<file path="src/rtl/blink_disp_pkg.sv">
package blink_disp_pkg;

  typedef enum logic [2:0] {
    BLINK_NONE  = 3'd0,
    BLINK_MIN   = 3'd1,
    BLINK_HOUR  = 3'd2,
    BLINK_SLOT  = 3'd3,
    BLINK_ALL   = 3'd4
  } blinkSel_e;

  // Strobes from control to datapath: darken a field group this cycle
  typedef struct packed {
    logic darkSlot;
    logic darkHour;
    logic darkMin;
  } darkStrobes_t;

  localparam int NUM_DIGITS = 6;
  localparam int SEG_W      = 7;

  // Segment bit 0 = a ... bit 6 = g, active high
  function automatic logic [SEG_W-1:0] bcdToSeg(input logic [3:0] nib);
    logic [SEG_W-1:0] s;
    case (nib)
      4'd0: s = 7'h3F;
      4'd1: s = 7'h06;
      4'd2: s = 7'h5B;
      4'd3: s = 7'h4F;
      4'd4: s = 7'h66;
      4'd5: s = 7'h6D;
      4'd6: s = 7'h7D;
      4'd7: s = 7'h07;
      4'd8: s = 7'h7F;
      4'd9: s = 7'h6F;
      default: s = '0;
    endcase
    return s;
  endfunction

endpackage

</file>
<file path="src/rtl/blink_ctrl.sv">
module blink_ctrl
  import blink_disp_pkg::*;
#(
  parameter int BLINK_PERIOD = 125_000_000
) (
  input  logic         clk,
  input  logic         rstN,
  input  logic [2:0]   blinkMode,
  output darkStrobes_t strobes,
  output logic         phaseOn,
  output logic         tickPulse
);

  localparam int CNT_W = (BLINK_PERIOD > 2) ? $clog2(BLINK_PERIOD) : 1;
  localparam logic [CNT_W-1:0] CNT_LAST = CNT_W'(BLINK_PERIOD - 1);

  logic [CNT_W-1:0] tickCnt;
  logic [2:0]       modeQ;
  logic             modeChange;
  logic             cntWrap;
  logic             selSlot, selHour, selMin;

  assign modeChange = (blinkMode != modeQ);
  assign cntWrap    = (tickCnt == CNT_LAST);
  assign tickPulse  = cntWrap && !modeChange;

  always_ff @(posedge clk or negedge rstN) begin
    if (!rstN) begin
      tickCnt <= '0;
      phaseOn <= 1'b1;
      modeQ   <= 3'd0;
    end else begin
      modeQ <= blinkMode;
      if (modeChange) begin
        tickCnt <= '0;
        phaseOn <= 1'b1;
      end else if (cntWrap) begin
        tickCnt <= '0;
        phaseOn <= ~phaseOn;
      end else begin
        tickCnt <= tickCnt + 1'b1;
      end
    end
  end

  always_comb begin
    selSlot = 1'b0;
    selHour = 1'b0;
    selMin  = 1'b0;
    case (blinkSel_e'(blinkMode))
      BLINK_MIN:  selMin  = 1'b1;
      BLINK_HOUR: selHour = 1'b1;
      BLINK_SLOT: selSlot = 1'b1;
      BLINK_ALL: begin
        selSlot = 1'b1;
        selHour = 1'b1;
        selMin  = 1'b1;
      end
      default: ;
    endcase
  end

  always_comb begin
    strobes.darkSlot = !phaseOn && selSlot;
    strobes.darkHour = !phaseOn && selHour;
    strobes.darkMin  = !phaseOn && selMin;
  end

endmodule

</file>
<file path="src/rtl/blink_datapath.sv">
module blink_datapath
  import blink_disp_pkg::*;
(
  input  logic [7:0]                         slotBcd,
  input  logic [7:0]                         hourBcd,
  input  logic [7:0]                         minuteBcd,
  input  darkStrobes_t                       strobes,
  output logic [NUM_DIGITS-1:0][SEG_W-1:0]   segBus
);

  logic [NUM_DIGITS-1:0][3:0] digitNib;
  logic [NUM_DIGITS-1:0]      digitDark;

  // index 0 is the leftmost digit
  assign digitNib  = {minuteBcd[3:0], minuteBcd[7:4],
                      hourBcd[3:0],   hourBcd[7:4],
                      slotBcd[3:0],   slotBcd[7:4]};
  assign digitDark = {strobes.darkMin,  strobes.darkMin,
                      strobes.darkHour, strobes.darkHour,
                      strobes.darkSlot, strobes.darkSlot};

  for (genvar d = 0; d < NUM_DIGITS; d++) begin : g_digit
    assign segBus[d] = digitDark[d] ? '0 : bcdToSeg(digitNib[d]);
  end

endmodule

</file>
<file path="src/rtl/sixdigit_blink_disp.sv">
module sixdigit_blink_disp
  import blink_disp_pkg::*;
#(
  parameter int BLINK_PERIOD = 125_000_000
) (
  input  logic       clk,
  input  logic       rstN,
  input  logic [7:0] slotBcd,
  input  logic [7:0] hourBcd,
  input  logic [7:0] minuteBcd,
  input  logic [2:0] blinkMode,
  output logic [6:0] segSlotTens,
  output logic [6:0] segSlotUnits,
  output logic [6:0] segHourTens,
  output logic [6:0] segHourUnits,
  output logic [6:0] segMinTens,
  output logic [6:0] segMinUnits
);

  darkStrobes_t                      strobes;
  logic                              phaseOn;
  logic                              tickPulse;
  logic [NUM_DIGITS-1:0][SEG_W-1:0]  segBus;

  blink_ctrl #(.BLINK_PERIOD(BLINK_PERIOD)) u_ctrl (
    .clk       (clk),
    .rstN      (rstN),
    .blinkMode (blinkMode),
    .strobes   (strobes),
    .phaseOn   (phaseOn),
    .tickPulse (tickPulse)
  );

  blink_datapath u_dp (
    .slotBcd   (slotBcd),
    .hourBcd   (hourBcd),
    .minuteBcd (minuteBcd),
    .strobes   (strobes),
    .segBus    (segBus)
  );

  assign segSlotTens  = segBus[0];
  assign segSlotUnits = segBus[1];
  assign segHourTens  = segBus[2];
  assign segHourUnits = segBus[3];
  assign segMinTens   = segBus[4];
  assign segMinUnits  = segBus[5];

endmodule

</file>
<file path="config.mk">
export PLATFORM = sky130hd
export DESIGN_NAME = sixdigit_blink_disp
export DESIGN_NICKNAME = d
export VERILOG_FILES = /design/src/rtl/blink_disp_pkg.sv /design/src/rtl/blink_ctrl.sv /design/src/rtl/blink_datapath.sv /design/src/rtl/sixdigit_blink_disp.sv
export SDC_FILE = /design/constraint.sdc
export NUM_CORES = 1
export LEC_CHECK = 0
export CORE_MARGIN = 4
export CORE_UTILIZATION = 45
export CTS_CLUSTER_DIAMETER = 120
export CTS_CLUSTER_SIZE = 28
export DETAILED_ROUTE_END_ITERATION = 6
export GPL_TIMING_DRIVEN = 0
export PLACE_DENSITY = 0.77
export SYNTH_ARGS = -nofsm -noshare
export SYNTH_HDL_FRONTEND = slang
export SYNTH_SLANG_ARGS = --single-unit
</file>
<file path="constraint.sdc">
create_clock -name clk -period 1.85 [get_ports clk]
set_input_delay 0.37 -clock clk [delete_from_list [all_inputs] [get_ports clk]]
set_output_delay 0.37 -clock clk [all_outputs]
set_load 0.01 [all_outputs]
</file>
==> summary.txt <==
STA
  • Final Skew: 0.00646 ns
  • Final Hold Vio Count: 0
  • Fmax: 510 MHz
  • RSZ-0062 raised after global routing: yes
  • Relative slew slack: 53.7%
  • Setup WS post-layout: -0.112 ns
  • Pins Over Slew Limit: 0
  • Worst-Margin Slew: 0.695 ns
  • Tcrit/Tclk final: 106%
  • Fin crit period: 1.96 ns
  • Setup violators final: 27
  • Hold slack final: 0.123 ns

Yosys
  • Area of the mapped netlist: 0.00291 mm^2
  • Synth Instances: 380
  • Most used DFF post-synth: dfrtp_1
  • Synth top area share: 25.8%
  • Synth Register Bits: 31
  • Netlist cell types: 37
  • Ys Warns: 0
  • Avg Inst Size Synth: 7.65 um^2
  • Post-synth EDFFs: 0
  • Post-synth ARST share: 100%
  • Top cells by area, synth: dfrtp_1, ha_1, nor2_1
  • Syn nets: 440
  • Synth area leader: dfrtp_1
  • Seq/Total Area, Yosys: 26.7%

Power
  • Seq pwr share: 38.3%
  • Combinational Power Share: 28.8%
  • Net Sw Frac: 31.0%
  • Power Density: 426 mW/mm^2
  • Total power: 1800 uW
  • Clock Power Share: 33.0%
  • Sw power: 558 uW
  • Leak: 0.00193 uW
  • Worst vdd ir: 0.000466 V
  • P_int: 1240 uW

Final layout
  • Fin nets: 552
  • Share of cells above drive strength 1: 38.1%
  • Area Overhead vs Synth: 45.1%
  • Final cell count without fillers: 570
  • Antenna cells: 0

Floorplanning
  • Row count: 29
  • Die width: 88.4 um
  • Starting Density: 46.0%
  • CORE AREA: 0.00631 mm^2
  • Top Ports: 71
  • Die area: 0.00781 mm^2
  • Die height: 88.4 um

Detailed routing
  • Drt wl/cell: 14.6 um
  • Vias: 3118
  • Drt pass-1 iters: 4
  • Drt drc: 0
  • Post-route ant nets: 0
  • Final WL: 8.33 mm
  • Initial DRC Count: 149
  • Vias per cell: 5.47

Global routing
  • Met1 GRT Util: 26.1%
  • GR Overflow Total: 0
  • Number of global-route vias before repair: 2957
  • Met3 Use GR: 3.91%
  • All-Layer GR Usage: 20.1%
  • First-pass GRT wire length: 12.9 mm
  • Antenna violations before repair: 0
  • Met2 usage: 34.1%
  • Pin count of the biggest net entering global routing: 32
  • Top Usage Layer GRT: met2

Setup path
  • Worst-path cell chain: buf_6 > nor4bb_4 > nand4_1 > buf_4 > nor3_4 > buf_6 > clkbuf_16 > nor3_1
  • Crit path max-delay cell type: dfrtp_1
  • Worst EP arrival: 2.11 ns
  • R2R depth: 8
  • Slowest Stage Delay on Critical Path: 0.42 ns
  • Critical path type: flip-flop to flip-flop
  • CP delay by family, top: simple AND/OR/NAND/NOR gates
  • Setup crit start kind: flip-flop
  • Cell mode on critical path: buf_6
  • Crit. End Element: flip-flop
  • Worst Path Buf+Inv: 4
  • Stages on the worst setup path: 8
  • Worst Path Required: 1.99 ns
  • Largest fanout on the critical path: 5

Status
  • Failing checks: setup timing
  • Status: finished with violations

CTS
  • Total CTS buffers: 5
  • # H-tree levels: 2
  • Root Buffer: clkbuf_8
  • Worst-Skew Late Latency: 0.29 ns
  • CTS tree: built
  • Clock slew at reported path FFs: 0.06 ns
  • Cts hold-fix bufs: 0
  • Clock Sinks: 31
  • CTS Buffer Depth: 2

Placed design
  • Port Buffer Count: 70
  • Cells after DPL: 527
  • Post-DP HPWL: 5.24 mm
  • Gpl congestion: 0.898

Min path
  • Hold crit path type: primary input to asynchronous set/reset pin

Flow run
  • MaxCap Viol Count: 0
[kinds of logic after synthesis]
family | synth area share [%]
AO/OA/AOI/OAI | 17.5
XOR/XNOR | 6.33
adder cells (fa/ha/maj) | 13.3
buffers and inverters | 6.76
flip-flops | 26.7
AND/OR/NAND/NOR | 29.4
[per-layer routing]
metal  vias to the layer above  part of all wire, %
li1                       1548                    -
met1                      1496                   44
met2                        63                   50
met3                        11                  4.7
met4                         0                  1.2
met5                         -                    0
[power by group through the flow]
stage          clock (uW)  sequential, uW  combinational, uW
6_report              593             688                518
5_1_grt               641             688                579
4_1_cts               600             688                509
3_5_place_dp            0             700                554
3_3_place_gp            0             700                545
2_1_floorplan           0             699                258
[metrics by stage]
step	setup TNS, ns	area [um^2]	utilization, %	setup WS, ns
final	-1.95	4220	66.8	-0.112
after global routing	-2.90	4220	66.8	-0.146
after CTS	-0.0917	4050	64.2	-0.0379
after detailed placement	-54.85	3720	59.0	-1.08
after global placement	-50.53	3720	59.0	-1.06
after floorplan	-0.105	2930	-	-0.0588
[what timing repair did]
action                     4_1_cts  5_1_grt
gates cloned                     8        2
buffers inserted                21        6
gates resized for setup        297       56
setup endpoints to repair       69       50
pin swaps                       20        8
[cells in the mapped netlist (13+ instances only)]
cell type and number:
ha_1 31, nand3_1 13, nand2_1 15, nor3_1 22, dfrtp_1 30, inv_1 34
nor2_1 54, xnor2_1 16, nand2b_1 14, clkbuf_1 13, a21oi_1 37, o21ai_0 15
[worst paths after layout]
check / start / end / slack [ns]
worst max-delay path: u_ctrl.tickCnt[10] / u_ctrl.tickCnt[7] / -0.11
worst min-delay path: rstN / u_ctrl.tickCnt[1] / 0.12
worst max register to register: u_ctrl.tickCnt[10] / u_ctrl.tickCnt[7] / -0.11
worst min register to register: u_ctrl.tickCnt[26] / u_ctrl.tickCnt[26] / 0.58
max in group asynchronous: rstN / u_ctrl.tickCnt[2] / 1.23
min in group clk: blinkMode[2] / u_ctrl.modeQ[2] / 0.28
[flip-flops by register name (all words and copies together), names as in the netlist]
signal          flops
u_ctrl.modeQ        3
u_ctrl.phaseOn      1
u_ctrl.tickCnt     27
[cells in the final DEF (no fill, tap or decap), drive strengths merged]
master,instances
a21oi,37
a21o,1
nor2,54
nand2b,14
xor2,5
nand3,13
nor3b,1
clkdlybuf4s15,1
nor4b,3
o21ai,15
or4,7
nor4bb,1
nor4,3
o31ai,8
a22oi,6
xnor2,16
a31oi,6
nor3,23
nand3b,5
a211oi,11
nand4,6
or2,5
ha,31
clkbuf,33
or3,7
and4b,1
and3,2
dlygate4sd2,12
dfstp,1
or3b,1
nand2,15
buf,84
dfrtp,30
and4,1
inv,34
[cell type report]
class                   instances  area, um^2
flip-flops and latches         31         788
multi-input cells             298        2200
repair buffers                107         731
plain buffers                  15         174
fillers                       514        2100
inverters                      34         128
well taps                      77        96.3
clock buffers                   8         100
Note: power is estimated with default switching activity, not from simulation.
